--- config.mk ---
export PLATFORM = sky130hd
export DESIGN_NAME = codec_reg_ctrl
export DESIGN_NICKNAME = d
export VERILOG_FILES = /design/src/rtl/ccr_pkg.sv /design/src/rtl/ccr_lock.sv /design/src/rtl/ccr_status.sv /design/src/rtl/ccr_seq.sv /design/src/rtl/codec_reg_ctrl.sv
export SDC_FILE = /design/constraint.sdc
export NUM_CORES = 1
export LEC_CHECK = 0
export CAP_MARGIN = 20
export CORE_MARGIN = 1
export CORE_UTILIZATION = 50
export DETAILED_ROUTE_END_ITERATION = 8
export DONT_BUFFER_PORTS = 1
export SETUP_SLACK_MARGIN = 0.3
export SLEW_MARGIN = 15
export SYNTH_ARGS = -nofsm -noshare
export SYNTH_HDL_FRONTEND = slang
export SYNTH_SLANG_ARGS = --single-unit
--- constraint.sdc ---
create_clock -name clk_i -period 2.4 [get_ports clk_i]
set_input_delay 0.12 -clock clk_i [delete_from_list [all_inputs] [get_ports clk_i]]
set_output_delay 0.12 -clock clk_i [all_outputs]
set_load 0.02 [all_outputs]
--- src/rtl/ccr_pkg.sv ---
package ccr_pkg;
  typedef enum logic [1:0] {S_IDLE, S_ARM, S_SEND, S_WAIT} seq_state_e;
  localparam logic [11:0] LOCK_OFS = 12'h000;
  localparam logic [11:0] STAT_OFS = 12'h004;
  localparam logic [11:0] CTRL_OFS = 12'h008;
  localparam int unsigned STAT_W = 3;
  localparam int unsigned IEN_W  = 2;
endpackage

--- src/rtl/ccr_lock.sv ---
module ccr_lock (
  input  logic clk_i,
  input  logic rst_ni,
  input  logic rd_i,
  input  logic rel_i,
  input  logic cpl_i,
  output logic lock_o
);
  always_ff @(posedge clk_i or negedge rst_ni) begin
    if (!rst_ni)    lock_o <= 1'b0;
    else if (cpl_i) lock_o <= 1'b0;
    else if (rd_i)  lock_o <= 1'b1;
    else if (rel_i) lock_o <= 1'b0;
  end

  p_cpl_clears_r3: assert property (@(posedge clk_i) disable iff (!rst_ni)
    cpl_i |=> !lock_o);
  p_rd_sets_r2: assert property (@(posedge clk_i) disable iff (!rst_ni)
    (rd_i && !cpl_i) |=> lock_o);
endmodule

--- src/rtl/ccr_status.sv ---
module ccr_status import ccr_pkg::*; (
  input  logic              clk_i,
  input  logic              rst_ni,
  input  logic              set_cmd_i,
  input  logic              set_sts_i,
  input  logic              set_tmo_i,
  input  logic [STAT_W-1:0] clr_i,
  output logic [STAT_W-1:0] stat_o
);
  logic [STAT_W-1:0] set_w;
  assign set_w = {set_tmo_i, set_sts_i, set_cmd_i};

  for (genvar b = 0; b < STAT_W; b++) begin : g_bit
    always_ff @(posedge clk_i or negedge rst_ni) begin
      if (!rst_ni)       stat_o[b] <= 1'b0;
      else if (set_w[b]) stat_o[b] <= 1'b1;
      else if (clr_i[b]) stat_o[b] <= 1'b0;
    end
  end

  p_tmo_sticky_r9: assert property (@(posedge clk_i) disable iff (!rst_ni)
    set_tmo_i |=> stat_o[2]);
  p_w1c_r10: assert property (@(posedge clk_i) disable iff (!rst_ni)
    (clr_i[0] && !set_cmd_i) |=> !stat_o[0]);
  p_hold_r10: assert property (@(posedge clk_i) disable iff (!rst_ni)
    (stat_o[1] && !clr_i[1]) |=> stat_o[1]);
endmodule

--- src/rtl/ccr_seq.sv ---
module ccr_seq import ccr_pkg::*; #(
  parameter int unsigned IDX_W      = 7,
  parameter int unsigned SLOT_W     = 16,
  parameter int unsigned CID_W      = 2,
  parameter int unsigned TMO_FRAMES = 4
) (
  input  logic              clk_i,
  input  logic              rst_ni,
  input  logic              start_i,
  input  logic              rd_i,
  input  logic [IDX_W-1:0]  idx_i,
  input  logic [SLOT_W-1:0] data_i,
  input  logic [CID_W-1:0]  cid_i,
  input  logic              frame_start_i,
  input  logic              resp_valid_i,
  input  logic [IDX_W-1:0]  resp_idx_i,
  input  logic [SLOT_W-1:0] resp_data_i,
  output logic              idle_o,
  output logic              cmd_valid_o,
  output logic              cmd_rd_o,
  output logic [IDX_W-1:0]  cmd_idx_o,
  output logic [SLOT_W-1:0] cmd_data_o,
  output logic [CID_W-1:0]  cmd_cid_o,
  output logic              wr_done_o,
  output logic              rd_done_o,
  output logic              tmo_o,
  output logic [SLOT_W-1:0] rbuf_o
);
  localparam int unsigned CNT_W = $clog2(TMO_FRAMES + 1);
  localparam logic [CNT_W-1:0] CNT_LAST = CNT_W'(TMO_FRAMES - 1);

  seq_state_e state_q, state_d;
  logic [CNT_W-1:0] cnt_q;
  logic match_w;

  assign match_w   = resp_valid_i && (resp_idx_i == cmd_idx_o);
  assign idle_o    = (state_q == S_IDLE);
  assign cmd_valid_o = (state_q == S_SEND);
  assign wr_done_o = (state_q == S_SEND) && frame_start_i && !cmd_rd_o;
  assign rd_done_o = (state_q == S_WAIT) && match_w;
  assign tmo_o     = (state_q == S_WAIT) && !match_w && frame_start_i && (cnt_q == CNT_LAST);

  always_comb begin
    state_d = state_q;
    unique case (state_q)
      S_IDLE: if (start_i) state_d = S_ARM;
      S_ARM:  if (frame_start_i) state_d = S_SEND;
      S_SEND: if (frame_start_i) state_d = cmd_rd_o ? S_WAIT : S_IDLE;
      S_WAIT: if (rd_done_o || tmo_o) state_d = S_IDLE;
      default: state_d = S_IDLE;
    endcase
  end

  always_ff @(posedge clk_i or negedge rst_ni) begin
    if (!rst_ni) begin
      state_q    <= S_IDLE;
      cnt_q      <= '0;
      cmd_rd_o   <= 1'b0;
      cmd_idx_o  <= '0;
      cmd_data_o <= '0;
      cmd_cid_o  <= '0;
      rbuf_o     <= '0;
    end else begin
      state_q <= state_d;
      if (state_q == S_IDLE && start_i) begin
        cmd_rd_o   <= rd_i;
        cmd_idx_o  <= idx_i;
        cmd_data_o <= data_i;
        cmd_cid_o  <= cid_i;
      end
      if (state_q == S_SEND) cnt_q <= '0;
      else if (state_q == S_WAIT && frame_start_i) cnt_q <= cnt_q + 1'b1;
      if (rd_done_o)  rbuf_o <= resp_data_i;
      else if (tmo_o) rbuf_o <= '1;
    end
  end

  p_one_done_r6: assert property (@(posedge clk_i) disable iff (!rst_ni)
    $onehot0({wr_done_o, rd_done_o, tmo_o}));
  p_hold_fields_r5: assert property (@(posedge clk_i) disable iff (!rst_ni)
    (cmd_valid_o && !frame_start_i) |=> (cmd_valid_o && $stable(cmd_idx_o) && $stable(cmd_rd_o)));
  p_tmo_fill_r9: assert property (@(posedge clk_i) disable iff (!rst_ni)
    tmo_o |=> (rbuf_o == '1));
  p_rd_load_r8: assert property (@(posedge clk_i) disable iff (!rst_ni)
    rd_done_o |=> (rbuf_o == $past(resp_data_i)));
endmodule

--- src/rtl/codec_reg_ctrl.sv ---
module codec_reg_ctrl import ccr_pkg::*; #(
  parameter int unsigned ADDR_W     = 12,
  parameter int unsigned DATA_W     = 32,
  parameter int unsigned IDX_W      = 7,
  parameter int unsigned SLOT_W     = 16,
  parameter int unsigned CID_W      = 2,
  parameter int unsigned TMO_FRAMES = 4
) (
  input  logic              clk_i,
  input  logic              rst_ni,
  input  logic              req_i,
  input  logic              we_i,
  input  logic [ADDR_W-1:0] addr_i,
  input  logic [DATA_W-1:0] wdata_i,
  output logic [DATA_W-1:0] rdata_o,
  input  logic              frame_start_i,
  input  logic              resp_valid_i,
  input  logic [IDX_W-1:0]  resp_idx_i,
  input  logic [SLOT_W-1:0] resp_data_i,
  output logic              cmd_valid_o,
  output logic              cmd_rd_o,
  output logic [IDX_W-1:0]  cmd_idx_o,
  output logic [CID_W-1:0]  cmd_cid_o,
  output logic [SLOT_W-1:0] cmd_data_o,
  output logic              irq_o
);
  localparam logic [2:0] PAGE_LO = 3'd2;
  localparam logic [2:0] PAGE_HI = 3'd5;

  logic sel_lock, sel_stat, sel_ctrl, sel_codec;
  logic rd_acc, wr_acc, lock_q, idle_w, start_w;
  logic wr_done, rd_done, tmo;
  logic [2:0] page_w, cid_w;
  logic [STAT_W-1:0] stat_q;
  logic [IEN_W-1:0]  ien_q;
  logic [SLOT_W-1:0] rbuf_w;
  logic unused_bits;

  assign unused_bits = ^{wdata_i[DATA_W-1:SLOT_W], cid_w[2]};

  assign page_w    = addr_i[10:8];
  assign cid_w     = page_w - PAGE_LO;
  assign sel_lock  = (addr_i == LOCK_OFS);
  assign sel_stat  = (addr_i == STAT_OFS);
  assign sel_ctrl  = (addr_i == CTRL_OFS);
  assign sel_codec = !addr_i[11] && !addr_i[0] && (page_w >= PAGE_LO) && (page_w <= PAGE_HI);
  assign rd_acc    = req_i && !we_i;
  assign wr_acc    = req_i && we_i;
  assign start_w   = req_i && sel_codec && lock_q && idle_w;

  ccr_lock u_lock (
    .clk_i (clk_i), .rst_ni (rst_ni),
    .rd_i  (rd_acc && sel_lock),
    .rel_i (wr_acc && sel_lock && !wdata_i[0]),
    .cpl_i (wr_done || rd_done || tmo),
    .lock_o(lock_q)
  );

  ccr_seq #(.IDX_W(IDX_W), .SLOT_W(SLOT_W), .CID_W(CID_W), .TMO_FRAMES(TMO_FRAMES)) u_seq (
    .clk_i (clk_i), .rst_ni (rst_ni),
    .start_i (start_w), .rd_i (!we_i),
    .idx_i (addr_i[IDX_W:1]), .data_i (wdata_i[SLOT_W-1:0]), .cid_i (cid_w[CID_W-1:0]),
    .frame_start_i (frame_start_i), .resp_valid_i (resp_valid_i),
    .resp_idx_i (resp_idx_i), .resp_data_i (resp_data_i),
    .idle_o (idle_w), .cmd_valid_o (cmd_valid_o), .cmd_rd_o (cmd_rd_o),
    .cmd_idx_o (cmd_idx_o), .cmd_data_o (cmd_data_o), .cmd_cid_o (cmd_cid_o),
    .wr_done_o (wr_done), .rd_done_o (rd_done), .tmo_o (tmo), .rbuf_o (rbuf_w)
  );

  ccr_status u_stat (
    .clk_i (clk_i), .rst_ni (rst_ni),
    .set_cmd_i (wr_done), .set_sts_i (rd_done), .set_tmo_i (tmo),
    .clr_i ((wr_acc && sel_stat) ? wdata_i[STAT_W-1:0] : '0),
    .stat_o (stat_q)
  );

  always_ff @(posedge clk_i or negedge rst_ni) begin
    if (!rst_ni)                 ien_q <= '0;
    else if (wr_acc && sel_ctrl) ien_q <= wdata_i[IEN_W-1:0];
  end

  assign irq_o = |(stat_q[IEN_W-1:0] & ien_q);

  always_comb begin
    rdata_o = '0;
    if (rd_acc) begin
      if (sel_lock)       rdata_o = DATA_W'(lock_q);
      else if (sel_stat)  rdata_o = DATA_W'(stat_q);
      else if (sel_ctrl)  rdata_o = DATA_W'(ien_q);
      else if (sel_codec) rdata_o = DATA_W'(rbuf_w);
    end
  end

  p_ignore_r4: assert property (@(posedge clk_i) disable iff (!rst_ni)
    (req_i && sel_codec && !lock_q && idle_w) |=> idle_w);
  p_irq_r11: assert property (@(posedge clk_i) disable iff (!rst_ni)
    (ien_q == '0) |-> !irq_o);
endmodule

==> metrics.md <==
| Metric | Value |
|---|---|
| Status | completed |
| P&R area growth vs syn | 22.0% |
| # IOs | 133 |
| Worst EP required | 2.60 ns |
| Vias in the first global route | 1976 |
| CTS root buf | clkbuf_8 |
| Final worst setup slack | 0.510 ns |
| Synth async-reset ratio | 1.00 |
| Post-Route WL | 5890 um |
| Setup Viol. Count Final | 0 |
| Cell Area, Synth | 2720 um2 |
| Number of port buffers | 0 |
| First-pass detailed-route iteration total | 4 |
| Die ar. | about 5700 um2 |
| Netlist cell types | 41 |
| Std cell rows | 26 |
| Hold Crit Depth | 2 |
| Antenna violations before repair | 0 |
| Longest Clk Path Bufs | 2 |
| RD Place Congestion | 0.916 |
| Critical Path Sink Type | flip-flop |
| Largest net degree at the start of global routing | 54 |
| RSZ-0062 raised after global routing | false |
| Slew HR | 0.565 |
| List of most frequent post-synthesis cells | dfrtp_1 (53), mux2_2 (42), nand2b_1 (17) |
| Post-route ant nets | 0 |
| Global-route wire length before repair | 8880 um |
| Fin crit share | 0.788 |
| Die Y-Extent | 75.7 um |
| Starting density of the core | 0.526 |
| Post-synth top area share | 0.488 |
| Post-DP HPWL | 4000 um |
| Fin util | 0.641 |
| Synth Area in Compound Gates | 0.0598 |
| Largest family of logic cells by synthesized area | multiplexers |
| Placed Cells | 302 |
| Flops & latches, synth | between 50 and 60 |
| Crit-path max FO | 19 |
| CTS clock-pin slew for the worst setup and hold paths | 0.09 ns |
| Max_cap viols | 0 |
| Count of flip-flops with a built-in enable after synthesis | 0 |
| Vias per inst | about 5.4 |
| Max VDD drop | roughly 0.5 mV |
| Final hold vios | 0 |
| Worst hold margin | 0.0175 ns |
| Setup_tns | 0 ns |
| Mapped Cells | 234 |
| CTS Buf Count | 5 |
| Max-slew violations | 0 |
| Die span in x | roughly 76 um |
| Worst min path class | primary input to flip-flop |
| Post-layout net count | 359 |
| Syn_area_per_cell | 11.6 um2 |
| Fin cells | ~360 |
| Least-Margin Pin Slew | about 0.65 ns |
| Dominant synthesized flop cell | dfrtp_1 |
| Synth Area in Simple Gates | 0.159 |
| GR Overflow Total | 0 |
| LEAKAGE | 1.52 nW |
| Synth area leaders | dfrtp_1 (49%), mux2_2 (17%), buf_4 (4.4%) |
| CP Launch Type | flip-flop |
| Final Instance Area | 3320 um2 |
| Dpl ws | between 0.5 and 0.6 ns |
| Mux cell area share after synthesis | 0.189 |
| Routed len/inst | about 17 um |
| Largest area contributor in the netlist | dfrtp_1 |
| Initial DRC Count | 83 |
| Sequential area share after synthesis | 0.488 |
| Clock skew | 0.00211 ns |
| H-tree levels | 2 |
| Pwr dens | 667 nW/um2 |
| Setup CP Type | flip-flop to flip-flop |
| Via count | 1932 |
| Core area | ~5200 um2 |
| Crit path DAT | 2.09 ns |
| Synth warn | 0 |
| Post-CTS Resized | 0 |
| Cell Area, Placed | 2760 um2 |
| R2R cell count | 5 |
| Post-route minimum period | between 1.5 and 2 ns |
| Layout cells sized above 1 | 0.232 |
| GRT Total Usage | 0.211 |
| Most common cell in the netlist | dfrtp_1 |
| Drt drc | 0 |
| CTS tree | done |
| ANT cells | 0 |
| Clk sinks | between 50 and 60 |
| Design Power | 2.21 mW |
| Clk_lat worst skew | around 0.30 ns |
| Adder-Cell Fraction of Synth Area | 0.00920 |
| FMAX | 529 MHz |
| XOR/XNOR Fraction of Synth Area | 0.0258 |
==> sequential cells by signal, summed over array words and instances, names as in the netlist <==
signal and count:
u_seq.rbuf_o 16, u_seq.cmd_rd_o 1, u_seq.cmd_idx_o 7, u_stat.stat_o 3
u_seq.state_q 2, u_lock.lock_o 1, u_seq.cnt_q 3, ien_q 2
u_seq.cmd_cid_o 2, u_seq.cmd_data_o 16
==> cells in the final DEF, fill, tap and decap left out, drive strengths merged, types with 2 or more instances in the layout <==
cell type and count:
conb 16, nand4 5, a211oi 2, o21ai 6, clkbuf 5, or4 3, ha 2, xnor2 8
and2 14, nor3 6, mux2i 4, dfrtp 53, a32oi 3, nand2 10, dlygate4sd3 44, inv 7
mux2 42, nand2b 17, buf 9, clkinv 2, nor2 4, nand3 3, nor4 3
==> worst paths after layout <==
check / startpoint / endpoint / slack (ns)
min in group asynchronous: rst_ni / u_seq.cmd_idx_o[6]$_DFFE_PN0P_ / 0.32
setup reg to reg: u_seq.cmd_idx_o[5]$_DFFE_PN0P_ / u_seq.rbuf_o[10]$_DFFE_PN0P_ / 0.51
max in group asynchronous: rst_ni / u_stat.stat_o[1]$_DFFE_PN0P_ / 1.84
hold / removal: wdata_i[0] / u_stat.stat_o[0]$_DFFE_PN0P_ / 0.02
hold reg to reg: u_stat.stat_o[2]$_DFFE_PN0P_ / u_stat.stat_o[2]$_DFFE_PN0P_ / 0.52
setup / recovery: u_seq.cmd_idx_o[5]$_DFFE_PN0P_ / u_seq.rbuf_o[10]$_DFFE_PN0P_ / 0.51
==> cell families (layout without fill, tap and decap cells) <==
family	Yosys count	count (layout)
AO/OA/AOI/OAI	22	22
XOR/XNOR	8	8
adder cells (fa/ha/maj)	2	2
buffers and inverters	32	68
flip-flops	53	53
multiplexers	46	46
other	1	16
AND/OR/NAND/NOR	70	70
==> timing repair <==
item / 4_1_cts / 5_1_grt
buffers inserted: 0 / 0
endpoints found under the hold margin: 102 / 0
hold buffers: 45 / 0
setup endpoints to repair: 0 / 0
==> critical path: stages (launching register included) <==
cell     delay (ns)
dfrtp_1        0.49
xnor2_1        0.21
nand4_1        0.21
nor4_4         0.18
buf_4          0.31
mux2_2         0.37
==> final cells by class <==
cell class,instances,area (um2)
tap,70,87.6
clock buffer,5,68.8
inverter,7,26.3
sequential,53,1330
multi-input combinational,164,1260
clock inverter,3,17.5
fill,411,1860
timing repair buffer,53,528
==> layer usage <==
layer | vias up | track usage | share of wire
met2 | 77 | 0.378 | 0.52
met1 | 966 | 0.245 | 0.40
met5 | - | 0 | 0
met4 | 0 | 0.0679 | 0.011
met3 | 6 | 0.0556 | 0.068
li1 | 883 | - | -
==> where the power goes <==
part | internal (mW) | total (mW) | leakage, nW | switching, mW
combinational | 0.303 | 0.542 | 0.802 | 0.239
sequential | 1.07 | 1.18 | 0.673 | 0.108
clock | 0.202 | 0.491 | 0.0439 | 0.289
total | 1.58 | 2.21 | 1.52 | 0.635
(Power assumes the default switching activity.)
